File: src/rtl/xp_pkg.sv
package xp_pkg;
  typedef struct packed {
    logic dat;
    logic sclk;
    logic stb;
    logic clr_n;
  } host_t;

  localparam int HOST_BITS = $bits(host_t);
  localparam host_t HOST_IDLE = '{dat: 1'b0, sclk: 1'b0, stb: 1'b1, clr_n: 1'b1};
endpackage

File: src/rtl/xp_sync.sv
module xp_sync #(
  parameter int          W       = 4,
  parameter int          STAGES  = 2,
  parameter logic [W-1:0] RST_VAL = '0
) (
  input  logic         clk_i,
  input  logic         rst_ni,
  input  logic [W-1:0] d_i,
  output logic [W-1:0] q_o
);
  logic [STAGES-1:0][W-1:0] stg_q;

  always_ff @(posedge clk_i or negedge rst_ni) begin
    if (!rst_ni) begin
      stg_q <= {STAGES{RST_VAL}};
    end else begin
      stg_q[0] <= d_i;
      for (int s = 1; s < STAGES; s++) stg_q[s] <= stg_q[s-1];
    end
  end

  assign q_o = stg_q[STAGES-1];


  initial rst_val_chk: assert (STAGES >= 1);
endmodule

File: src/rtl/xp_shift.sv
module xp_shift #(
  parameter int W = 8
) (
  input  logic         clk_i,
  input  logic         rst_ni,
  input  logic         sclk_i,
  input  logic         dat_i,
  output logic         shift_o,
  output logic [W-1:0] sr_o,
  output logic [W-1:0] sr_next_o
);
  logic sclk_d_q;

  always_ff @(posedge clk_i or negedge rst_ni) begin
    if (!rst_ni) sclk_d_q <= 1'b0;
    else         sclk_d_q <= sclk_i;
  end

  assign shift_o   = sclk_i & ~sclk_d_q;
  assign sr_next_o = shift_o ? {sr_o[W-2:0], dat_i} : sr_o;

  always_ff @(posedge clk_i or negedge rst_ni) begin
    if (!rst_ni) sr_o <= '0;
    else         sr_o <= sr_next_o;
  end


  no_shift_low_chk: assert property (@(posedge clk_i) disable iff (!rst_ni)
    !sclk_i |=> $stable(sr_o));

  no_shift_high_chk: assert property (@(posedge clk_i) disable iff (!rst_ni)
    (sclk_i && $past(sclk_i)) |=> $stable(sr_o));
endmodule

File: src/rtl/xp_latch.sv
module xp_latch #(
  parameter int W = 8
) (
  input  logic         clk_i,
  input  logic         rst_ni,
  input  logic         clr_ni,
  input  logic         stb_i,
  input  logic [W-1:0] sr_next_i,
  output logic [W-1:0] q_o
);
  always_ff @(posedge clk_i or negedge rst_ni) begin
    if (!rst_ni)      q_o <= '0;
    else if (!clr_ni) q_o <= '0;
    else if (!stb_i)  q_o <= sr_next_i;  // transparent, takes post-shift word
  end


  clr_zero_chk: assert property (@(posedge clk_i) disable iff (!rst_ni)
    !clr_ni |=> q_o == '0);

  hold_chk: assert property (@(posedge clk_i) disable iff (!rst_ni)
    (clr_ni && stb_i) |=> $stable(q_o));
endmodule

File: src/rtl/sipo_expander.sv
module sipo_expander #(
  parameter int WIDTH       = 8,
  parameter int SYNC_STAGES = 2
) (
  input  logic             clk_i,
  input  logic             rst_ni,
  input  logic             ser_dat_i,
  input  logic             ser_clk_i,
  input  logic             strobe_i,
  input  logic             clear_ni,
  output logic [WIDTH-1:0] par_o
);
  import xp_pkg::*;

  host_t            host_raw, host_s;
  logic             shift;
  logic [WIDTH-1:0] sr, sr_next;

  assign host_raw = '{dat: ser_dat_i, sclk: ser_clk_i, stb: strobe_i, clr_n: clear_ni};

  xp_sync #(
    .W      (HOST_BITS),
    .STAGES (SYNC_STAGES),
    .RST_VAL(HOST_IDLE)
  ) i_sync (
    .clk_i (clk_i),
    .rst_ni(rst_ni),
    .d_i   (host_raw),
    .q_o   (host_s)
  );

  xp_shift #(.W(WIDTH)) i_shift (
    .clk_i    (clk_i),
    .rst_ni   (rst_ni),
    .sclk_i   (host_s.sclk),
    .dat_i    (host_s.dat),
    .shift_o  (shift),
    .sr_o     (sr),
    .sr_next_o(sr_next)
  );

  xp_latch #(.W(WIDTH)) i_latch (
    .clk_i    (clk_i),
    .rst_ni   (rst_ni),
    .clr_ni   (host_s.clr_n),
    .stb_i    (host_s.stb),
    .sr_next_i(sr_next),
    .q_o      (par_o)
  );


  transparent_chk: assert property (@(posedge clk_i) disable iff (!rst_ni)
    (host_s.clr_n && !host_s.stb) |=> par_o == sr);

  clr_keeps_sr_chk: assert property (@(posedge clk_i) disable iff (!rst_ni)
    (!host_s.clr_n && !shift) |=> $stable(sr));
endmodule

File: config.mk
export PLATFORM = sky130hd
export DESIGN_NAME = sipo_expander
export DESIGN_NICKNAME = d
export VERILOG_FILES = /design/src/rtl/xp_pkg.sv /design/src/rtl/xp_sync.sv /design/src/rtl/xp_shift.sv /design/src/rtl/xp_latch.sv /design/src/rtl/sipo_expander.sv
export SDC_FILE = /design/constraint.sdc
export NUM_CORES = 1
export LEC_CHECK = 0
export ABC_AREA = 1
export BUFFER_PORTS_ARGS = -buffer_cell sky130_fd_sc_hd__buf_2
export CORE_AREA = 5 5 51 53
export DETAILED_ROUTE_END_ITERATION = 8
export DIE_AREA = 0 0 56 58
export GPL_TIMING_DRIVEN = 0
export PLACE_DENSITY = 0.7
export RECOVER_POWER = 100
export SYNTH_ARGS = -nofsm -noshare
export SYNTH_HDL_FRONTEND = slang
export SYNTH_SLANG_ARGS = --single-unit
File: constraint.sdc
create_clock -name clk_i -period 0.8 [get_ports clk_i]
set_input_delay 0.16 -clock clk_i [delete_from_list [all_inputs] [get_ports clk_i]]
set_output_delay 0.16 -clock clk_i [all_outputs]
set_load 0.02 [all_outputs]
==> reports/results.tsv, run 1 <==
stage	metric	value	unit
power_and_ir_drop	p_seq_share	54.8	%
setup_path	path_delay_family	flip-flops	
drt	num_vias	676	
synthesis	synth_area	966	um2
placement	dp_slack	-203	ps
synthesis	ys_ff_latch	25	
cts	root_buffer	clkbuf_4	
die	dieArea	3250	um2
synthesis	synth_cells	89	
setup_path	cp_slowest_cell	dfstp_2	
finish	drive_gt1_share	47.9	%
worst_hold_path	hold_class	primary input to asynchronous set/reset pin	
synthesis	synth_top_area_cell	dfrtp_1	
timing	fin_crit_sh	130	%
timing	setup_viol	24	
status	violations	setup timing	
setup_path	endpoint_kind	flip-flop	
setup_path	start_kind	flip-flop	
setup_path	r2r_slack	-240	ps
status	status	finished with violations	
die	io_pins	14	
finish	seq_area	631	um2
synthesis	synth_mux_area_share	0	%
power_and_ir_drop	swShare	27.9	%
synthesis	synthTopCellsByArea	dfrtp_1, dfstp_2, nand3_1	
cts	cts_sinks	25	
placement	port_buffers	13	
setup_path	critPathMaxFanout	8	
power_and_ir_drop	p_leak	0.689	nW
placement	place.gp.congestion	0.747	
grt	grt_pass1_wl	2.82	mm
grt	grt_usage	11.3	%
timing	hold_slack	289	ps
grt	grt_antenna_before_repair	0	
cts	cts-buffers-inserted	3	
cts	cts_tree	done	
finish	antenna_cells	0	
timing	clock.fmax	960	MHz
synthesis	synth.avg_cell_area	10.9	um2
timing	post-route-min-period	1040	ps
drt	drt-initial-drc-count	17	
placement	placed_cells	130	
synthesis	synth-xor-area-share	0	%
cts	htreeDepth	1	
synthesis	yosys.area.top_type_share	54.4	%
finish	final_common_cell	dfrtp_1	
drt	drc_errors	0	
synthesis	synth_simple_gate_area_share	28.5	%
setup_path	cp.arrival	1310	ps
drt	wl	1.77	mm
drt	first_pass_iters	4	
synthesis	ys_warn_count	0	
finish	fin_nets	124	
die	coreArea	2110	um2
timing	layout_setup_ws	-242	ps
timing	relSlewSlack	77.5	%
finish	layoutNonFillerInstCount	145	
power_and_ir_drop	power_density	1980	nW/um2
finish	multi_input_area	375	um2
timing	rsz0062_at_grt	true	
placement	place.detailed.hpwl	1.02	mm
setup_path	critical_path_required	1060	ps
timing	hold_violations	0	
die	initial_core_util	45.9	%
drt	vias_per_cell	4.66	
cts	path_clk_slew	130	ps
run	maxCapViolCount	0	
synthesis	synth_top_family_by_area	simple AND/OR/NAND/NOR gates	
synthesis	ys_types	12	
synthesis	synthesis.nets	95	
setup_path	crit_chain	inv_2 -> nor2_4 -> buf_12 -> nand3_2 -> nand2_1	
grt	gr-total-overflow	0	
power_and_ir_drop	clkPwrFrac	20.8	%
die	die_w	56	um
cts	cts_max_path_buffers	2	
synthesis	synthAdderAreaFrac	0	%
setup_path	r2r_cells	5	
setup_path	crit_type	flip-flop to flip-flop	
die	rows	17	
setup_path	path_buf_inv	2	
drt	routedWlPerCell	12.2	um
die	die_h	58	um
cts	clock_latency	320	ps
synthesis	synth_compound_area_share	0	%
power_and_ir_drop	ir_worst_vdd	1260	uV
timing	tns	-5260	ps
power_and_ir_drop	power_frac_comb	24.4	%
drt	ant_nets	0	
setup_path	crit_path_max_incr_delay	560	ps
finish	final_cell_mix	dfrtp_1, nand2_1, buf_6, inv_1	
timing	tightest_slew	338	ps
synthesis	yosysSeqAreaShare	65.3	%
timing	skew	8.24	ps
power_and_ir_drop	p_int	1.92	mW
timing	drv_slew	0	
finish	fill_cells	166	
finish	area_delta_synth_final	39.8	%
grt	grt_pass1_vias	672	
grt	grt_max_degree	26	
setup_path	crit_cells	5	
power_and_ir_drop	p_sw	0.746	mW
final timing paths:
path	start	to
max reg2reg	i_sync.q_o[0]	i_latch.q_o[1]
max in group asynchronous	rst_ni	i_sync.stg_q[1]
min reg2reg	i_sync.stg_q[0]	i_sync.q_o[0]
min	rst_ni	i_latch.q_o[5]
min in group clk_i	i_sync.stg_q[0]	i_sync.q_o[0]
max	i_sync.q_o[0]	i_latch.q_o[1]
synthesized netlist by cell type:
master and instances:
and2_1 8, buf_6 1, nand2_2 8, inv_4 1, clkinv_2 1, inv_1 10
nand2_1 17, dfrtp_1 21, nand3_1 16, nor2_4 1, nand2_8 1, dfstp_2 4
power by group through the flow:
stage / sequential (mW) / combinational (mW) / clock [mW]
floorplan: 1.52 / 0.232 / 0
global placement: 1.47 / 0.396 / 0
detailed placement: 1.48 / 0.407 / 0
CTS: 1.46 / 0.516 / 0.589
global route: 1.48 / 0.709 / 0.623
finish: 1.46 / 0.651 / 0.555
per-stage QoR:
stage / instance area [um2] / util (%) / power, mW
final: 1350 / 64.1 / 2.67
after global routing: 1350 / 64.1 / 2.81
after CTS: 1220 / 57.9 / 2.57
after detailed placement: 1070 / 50.6 / 1.89
after global placement: 1070 / 50.6 / 1.87
after floorplan: 966 / - / 1.76
sequential cells by signal, summed over array words and instances (netlist names):
register / cells
i_latch.q_o: 8
i_shift.sclk_d_q: 1
i_shift.sr_o: 8
i_sync.q_o: 4
i_sync.stg_q: 4
layer usage:
layer	vias to the layer above	routed length, um	track usage [%]
met2	14	856	18.2
met1	329	791	13.8
met5	-	0	0
met3	5	64	2.00
li1	328	-	-
met4	0	54	8.14
repair_timing:
action | in CTS | in global routing
buffers inserted | 3 | 2
pin swaps | 2 | 17
resized for setup | 18 | 23
hold endpoints to repair | 25 | 0
hold buffers | 5 | 0
setup endpoints to repair | 24 | 49
cloned | 0 | 1
area by class of cell:
cell class | count | share of cell area (%)
flip-flops and latches | 25 | 46.7
multi-input cells | 51 | 27.8
plain buffers | 1 | 0.834
inverters | 12 | 3.61
repair buffers | 24 | 16.5
clock buffers | 4 | 1.95
well taps | 28 | 2.60
kinds of logic (layout without fill, tap and decap cells):
family	count (synthesis)	count (layout)
buffers and inverters	13	41
flip-flops	25	25
AND/OR/NAND/NOR	51	51
Note: power is estimated with default switching activity, not from simulation.
==> run 2: changes to the inputs <==
--- a/config.mk
+++ b/config.mk
@@ -5,13 +5,13 @@
 export SDC_FILE = /design/constraint.sdc
 export NUM_CORES = 1
 export LEC_CHECK = 0
-export ABC_AREA = 1
+export ABC_CLOCK_PERIOD_IN_PS = 800
 export BUFFER_PORTS_ARGS = -buffer_cell sky130_fd_sc_hd__buf_2
-export CORE_AREA = 5 5 51 53
+export CORE_AREA = 5 5 50 52
 export DETAILED_ROUTE_END_ITERATION = 8
-export DIE_AREA = 0 0 56 58
+export DIE_AREA = 0 0 55 57
 export GPL_TIMING_DRIVEN = 0
-export PLACE_DENSITY = 0.7
+export PLACE_DENSITY = 0.69
 export RECOVER_POWER = 100
 export SYNTH_ARGS = -nofsm -noshare
 export SYNTH_HDL_FRONTEND = slang
==> reports/results.tsv, run 2 <==
stage	metric	value	unit	change
setup_path	critical_path_required	1000	ps	-60 ps
power_and_ir_drop	p_leak	0.575	nW	-17%
setup_path	crit_path_max_incr_delay	410	ps	-150 ps
timing	clock.fmax	785	MHz	-18%
grt	grt_pass1_vias	528		-21%
timing	setup_viol	24		unchanged
synthesis	synth-xor-area-share	0	%	unchanged
placement	port_buffers	13		unchanged
synthesis	synthArstFlopShare	100	%	unchanged
timing	fin_crit_sh	159	%	+29 points
drt	num_vias	492		-27%
finish	top_regs	i_latch.q_o x8, i_shift.sr_o x8		
power_and_ir_drop	power_density	2430	nW/um2	+23%
finish	fill_cells	157		-5.4%
die	rows	17		unchanged
run	maxCapViolCount	0		unchanged
timing	layout_setup_ws	-473	ps	-231 ps
synthesis	synth_simple_gate_area_share	1.52	%	-27 points
timing	rsz0062_at_grt	true		
synthesis	ys_types	9		-3
synthesis	synthTopCellsByArea	dfrtp_1, mux2_4, dfstp_2		
timing	post-route-min-period	1270	ps	+231 ps
cts	path_clk_slew	120	ps	about the same
finish	fin_nets	84		-32%
drt	drc_errors	0		unchanged
synthesis	synth_top_family_by_area	multiplexers		
setup_path	endpoint_kind	flip-flop		
timing	hold_slack	322	ps	+33.1 ps
cts	cts_sinks	25		unchanged
synthesis	synth-edff-count	0		unchanged
die	die_w	55	um	-1.8%
cts	cts-buffers-inserted	3		unchanged
drt	first_pass_iters	4		unchanged
finish	post-route-util	56.0	%	-8.1 points
drt	vias_per_cell	4.69		+0.51%
setup_path	path_delay_family	flip-flops		
worst_hold_path	hold_class	primary input to asynchronous set/reset pin		
synthesis	synth_top_area_cell	dfrtp_1		
grt	met3_usage	1.57	%	-0.44 points
synthesis	synth_area	903	um2	-6.5%
synthesis	yosys.area.top_type_share	58.2	%	+3.8 points
placement	place.gp.congestion	0.657		-12%
drt	drt-initial-drc-count	2		-15
drt	wl	1.49	mm	-16%
setup_path	cp_slowest_cell	dfrtp_1		
die	io_pins	14		unchanged
grt	grt_usage	11.4	%	+0.021 points
timing	skew	4.90	ps	-3.33 ps
setup_path	crit_chain	nor2b_4 -> buf_8 -> mux2_4 -> o21ba_1		
setup_path	path_buf_inv	1		-1
synthesis	synth.avg_cell_area	17.0	um2	+57%
timing	relSlewSlack	78.8	%	+1.3 points
finish	drive_gt1_share	44.2	%	-3.7 points
status	status	finished with violations		
cts	cts_tree	done		
synthesis	yosysSeqAreaShare	69.8	%	+4.5 points
finish	area_delta_synth_final	27.8	%	
finish	final_common_cell	dfrtp_1		
power_and_ir_drop	ir_worst_vdd	1520	uV	+20%
timing	tightest_slew	318	ps	-19.9 ps
setup_path	critPathMaxFanout	8		unchanged
drt	routedWlPerCell	14.2	um	+17%
status	violations	setup timing		
grt	gr-total-overflow	0		unchanged
cts	cts_max_path_buffers	2		unchanged
die	coreArea	2060	um2	-2.0%
grt	grt_pass1_wl	2.54	mm	-10%
die	initial_core_util	43.8	%	-2.1 points
placement	dp_slack	-580	ps	-377 ps
grt	grt_use_met1	16.0	%	+2.2 points
synthesis	yosys-top-cells-count	dfrtp_1, mux2_4, o21ai_0, o21ba_1, dfstp_2		
synthesis	synth_cells	53		-40%
synthesis	ys_warn_count	0		unchanged
setup_path	start_kind	flip-flop		
cts	htreeDepth	1		unchanged
grt	grt_antenna_before_repair	0		unchanged
grt	met2_usage	16.7	%	-1.5 points
setup_path	crit_type	flip-flop to flip-flop		
placement	place.detailed.hpwl	964	um	-5.9%
finish	antenna_cells	0		unchanged
synthesis	synthesis.nets	59		-38%
cts	root_buffer	clkbuf_4		
drt	ant_nets	0		unchanged
grt	grt-busiest-layer	met2		
synthesis	ys_ff_latch	25		unchanged
synthesis	synth_compound_area_share	13.3	%	+13 points
die	dieArea	3140	um2	-3.5%
setup_path	cp.arrival	1480	ps	+170 ps
timing	hold_violations	0		unchanged
synthesis	synthAdderAreaFrac	0	%	unchanged
finish	final_cell_mix	dfrtp_1, mux2_4, o21ai_0, o21ba_1, buf_6		
timing	drv_slew	0		unchanged
finish	seq_area	631	um2	unchanged
synthesis	synth_mux_area_share	13.3	%	+13 points
synthesis	synth-main-ff-cell	dfrtp_1		
finish	multi_input_area	254	um2	-32%
die	die_h	57	um	-1.7%
cts	clock_latency	300	ps	-20 ps
grt	grt_max_degree	26		unchanged
synthesis	post-synth-top-count-cell	dfrtp_1		
## run 2: cell types whose count changed after synthesis, sizes merged
cell,delta
nand2,-26
nand3,-16
inv,-10
and2,-8
mux2,+8
o21ai,+8
o21ba,+8
clkbuf,+1
clkinv,-1
nor2,-1
nor2b,+1
## run 2: cells by family (layout without fill, tap and decap cells)
kind of cell	Yosys count	after routing
AOI/OAI and AO/OA	16	16
buffers and inverters	3	27
DFF	25	25
muxes	8	8
and+or+nand+nor	1	1
## run 2: timing repair
item / CTS / global route
setup endpoints to repair: 24 / 49
hold buffers: 5 / 0
gates resized for setup: 18 / 1
hold endpoints to repair: 25 / 0
buffers inserted: 0 / 3
## run 2: worst register-to-register path, delay by kind of cell, from the launching register on
kind	cells	cell delay, ps
AOI/OAI and AO/OA	1	170
buffers and inverters	1	150
DFF	1	410
muxes	1	320
and+or+nand+nor	1	120
## run 2: per-layer routing
metal	wire, um	share of wire (%)	vias to the layer above
li1	-	-	231
met1	623	42	254
met2	824	55	5
met3	26	1.7	2
met4	16	1.1	0
met5	0	0	-
## run 2: through the flow
| stage | cells | power (mW) | area (um2) | setup TNS, ps |
|---|---|---|---|---|
| after floorplan | 53 | 2.04 | 905 | -5210 |
| after global placement | 94 | 2.19 | 1000 | -6060 |
| after detailed placement | 94 | 2.21 | 1000 | -6550 |
| after CTS | 102 | 2.82 | 1130 | -7940 |
| after global routing | 105 | 2.97 | 1150 | -8680 |
| final | 105 | 2.81 | 1150 | -7700 |
## run 2: final timing paths
check,start,endpoint,slack (ps),depth (start not counted)
worst min-delay path,rst_ni,i_latch.q_o[3],320,2
max in group asynchronous,rst_ni,i_sync.stg_q[0],190,2
worst max register to register,i_shift.sclk_d_q,i_latch.q_o[1],-470,4
worst max-delay path,i_shift.sclk_d_q,i_latch.q_o[1],-470,4
worst min register to register,i_sync.stg_q[0],i_sync.q_o[0],360,0
min in group clk_i,i_sync.stg_q[0],i_sync.q_o[0],360,0
## run 2: area by class of cell
type                            instances  share of cell area [%]
Sequential cell                        25                    54.6
Multi-Input combinational cell         25                    22.0
Timing Repair Buffer                   21                    16.5
Tap cell                               28                    3.03
Clock buffer                            4                    2.28
Buffer                                  1                    1.30
Inverter                                1                   0.325
## run 2: report_power, final
| part | switching [mW] | internal (mW) | total (mW) | leakage (nW) |
|---|---|---|---|---|
| clock network | 0.328 | 0.194 | 0.522 | 0.0150 |
| logic | 0.252 | 0.404 | 0.656 | 0.260 |
| registers | 0.128 | 1.50 | 1.63 | 0.301 |
| total | 0.708 | 2.10 | 2.81 | 0.575 |
==> run 3: changes to the inputs <==
--- a/config.mk
+++ b/config.mk
@@ -5,11 +5,11 @@
 export SDC_FILE = /design/constraint.sdc
 export NUM_CORES = 1
 export LEC_CHECK = 0
-export ABC_CLOCK_PERIOD_IN_PS = 800
+export ABC_CLOCK_PERIOD_IN_PS = 1620
 export BUFFER_PORTS_ARGS = -buffer_cell sky130_fd_sc_hd__buf_2
-export CORE_AREA = 5 5 50 52
+export CORE_AREA = 5 5 49 51
 export DETAILED_ROUTE_END_ITERATION = 8
-export DIE_AREA = 0 0 55 57
+export DIE_AREA = 0 0 54 56
 export GPL_TIMING_DRIVEN = 0
 export PLACE_DENSITY = 0.69
 export RECOVER_POWER = 100
==> constraint.sdc (replaced) <==
create_clock -name clk_i -period 1.62 [get_ports clk_i]
set_input_delay 0.324 -clock clk_i [delete_from_list [all_inputs] [get_ports clk_i]]
set_output_delay 0.324 -clock clk_i [all_outputs]
set_load 0.02 [all_outputs]
==> reports/results.tsv, run 3 (same netlist as run 2, synthesis figures left out) <==
stage	metric	value	unit	change
status	status	completed		
cts	cts_resized	0		-18
finish	area_delta_synth_final	12.7	%	
die	dieArea	3020	um2	-3.5%
timing	tightest_slew	599	ps	+280 ps
timing	rsz0062_at_grt	false		
finish	final_area	1020	um2	-12%
finish	antenna_cells	0		unchanged
cts	cts_max_path_buffers	2		unchanged
worst_hold_path	holdPathStages	1		
grt	grt_max_degree	26		unchanged
grt	grt_pass1_wl	2.49	mm	-1.9%
power_and_ir_drop	power_density	1320	nW/um2	-46%
drt	wl	1.38	mm	-7.5%
placement	place.gp.congestion	0.738		+12%
timing	clock.fmax	704	MHz	-10%
finish	final_cell_mix	dfrtp_1, o21ai_0, o21ba_1, clkbuf_1, mux2_4		
timing	post-route-min-period	1420	ps	+148 ps
drt	drt-initial-drc-count	7		+5
finish	drive_gt1_share	31.4	%	-13 points
setup_path	path_delay_family	flip-flops		
setup_path	crit_chain	nor2b_4 -> clkbuf_2 -> mux2_1 -> o21ba_1		
grt	grt_antenna_before_repair	0		unchanged
setup_path	r2r-end	i_latch.q_o[1]		
die	io_pins	14		unchanged
power_and_ir_drop	ir_worst_vdd	674	uV	-56%
timing	skew	1.86	ps	-3.04 ps
worst_hold_path	hold_class	primary input to flip-flop		
setup_path	path_buf_inv	1		unchanged
setup_path	crit_type	flip-flop to flip-flop		
worst_hold_path	hold-path-endpoint	i_sync.stg_q[1]		
cts	htreeDepth	1		unchanged
die	rows	16		-1
drt	num_vias	456		-7.3%
cts	cts_tree	done		
finish	final_common_cell	dfrtp_1		
setup_path	critical_path_required	1840	ps	+840 ps
setup_path	r2r_cells	4		unchanged
drt	ant_nets	0		unchanged
timing	setup_viol	0		-100%
run	maxCapViolCount	0		unchanged
placement	place_area	1000	um2	-0.25%
timing	fin_crit_sh	87.7	%	-71 points
power_and_ir_drop	report.power.total	1.35	mW	-52%
die	initial_core_util	47.5	%	+3.7 points
die	coreArea	1900	um2	-7.8%
cts	cts_setup_buffers	0		unchanged
cts	clock_latency	310	ps	about the same
timing	tns	0	ps	+7700 ps
finish	fill_cells	168		+7.0%
cts	cts-buffers-inserted	3		unchanged
drt	routedWlPerCell	14.2	um	+0.11%
power_and_ir_drop	p_leak	0.498	nW	-13%
setup_path	crit_path_max_incr_delay	420	ps	about the same
setup_path	cp_slowest_cell	dfrtp_1		
cts	path_clk_slew	140	ps	+20 ps
die	die_w	54	um	-1.8%
setup_path	r2r-start	i_shift.sclk_d_q		
setup_path	cp.arrival	1650	ps	+170 ps
drt	vias_per_cell	4.70		+0.33%
grt	grt_usage	11.5	%	+0.11 points
drt	drc_errors	0		unchanged
cts	cts_sinks	25		unchanged
cts	root_buffer	clkbuf_4		
setup_path	start_kind	flip-flop		
grt	grt_pass1_vias	511		-3.2%
setup_path	endpoint_kind	flip-flop		
die	die_h	56	um	-1.8%
placement	port_buffers	13		unchanged
setup_path	critPathMaxFanout	8		unchanged
setup_path	r2r_slack	200	ps	+670 ps
timing	hold_violations	0		unchanged
worst_hold_path	hold_start	strobe_i		
drt	first_pass_iters	3		-1
timing	relSlewSlack	60.1	%	-19 points
finish	fin_nets	77		-8.3%
grt	gr-total-overflow	0		unchanged
timing	drv_slew	0		unchanged
finish	top_regs	i_latch.q_o x8, i_shift.sr_o x8		
-- run 3: changes by cell type in the layout (fill, tap and decap cells not counted) --
cell | before | now
buf_4 | 3 | 0
buf_6 | 8 | 0
buf_8 | 1 | 0
clkbuf_1 | 1 | 8
clkbuf_2 | 0 | 2
clkbuf_4 | 4 | 3
clkinvlp_4 | 0 | 1
dlygate4sd3_1 | 5 | 1
inv_1 | 0 | 1
inv_2 | 1 | 0
mux2_1 | 0 | 1
mux2_4 | 8 | 7
-- run 3: per-stage QoR --
step           std cells  setup slack [ps]  utilization, %  hold slack, ps
2_1_floorplan         53               349               -            28.4
3_3_place_gp          93               106            52.7             331
3_5_place_dp          93              27.7            52.7             331
4_1_cts               97               309            54.6            76.1
5_1_grt               97               136            53.6            68.2
6_report              97               199            53.6            86.3
-- run 3: area by class of cell --
type	instances	area (um2)	area share [%]
flip-flops and latches	25	631	61.9
clock buffers	3	22.5	2.21
clock inverters	1	7.51	0.737
plain buffers	1	5.00	0.491
multi-input cells	25	250	24.6
inverters	1	3.75	0.369
repair buffers	14	65.1	6.39
well taps	27	33.8	3.32
-- run 3: timing repair --
item                                    4_1_cts  5_1_grt
endpoints found under the setup margin        1        0
hold endpoints to repair                     21        0
hold buffers                                  1        0
-- run 3: power by group --
group	internal (mW)	leakage (nW)	switching (mW)	total (mW)
sequential	0.741	0.301	0.0605	0.802
combinational	0.144	0.184	0.120	0.264
clock	0.0941	0.0139	0.190	0.284
total	0.979	0.498	0.370	1.35
-- run 3: worst max-delay path by stage --
stage,from,end,slack (ps),cells past startpoint
after floorplan,i_sync.q_o[1],i_latch.q_o[0],350,4
after global placement,i_sync.q_o[1],i_latch.q_o[6],110,4
after detailed placement,i_sync.q_o[1],i_latch.q_o[4],30,4
after CTS,i_sync.q_o[1],i_latch.q_o[4],310,3
after global routing,i_shift.sclk_d_q,i_latch.q_o[4],140,4
final,i_shift.sclk_d_q,i_latch.q_o[1],200,4
-- run 3: metal layers --
layer	track usage, %	vias up	routed length, um
li1	-	215	-
met3	2.41	2	47
met2	14.5	6	616
met4	6.41	0	19
met1	17.7	233	694
met5	0	-	0
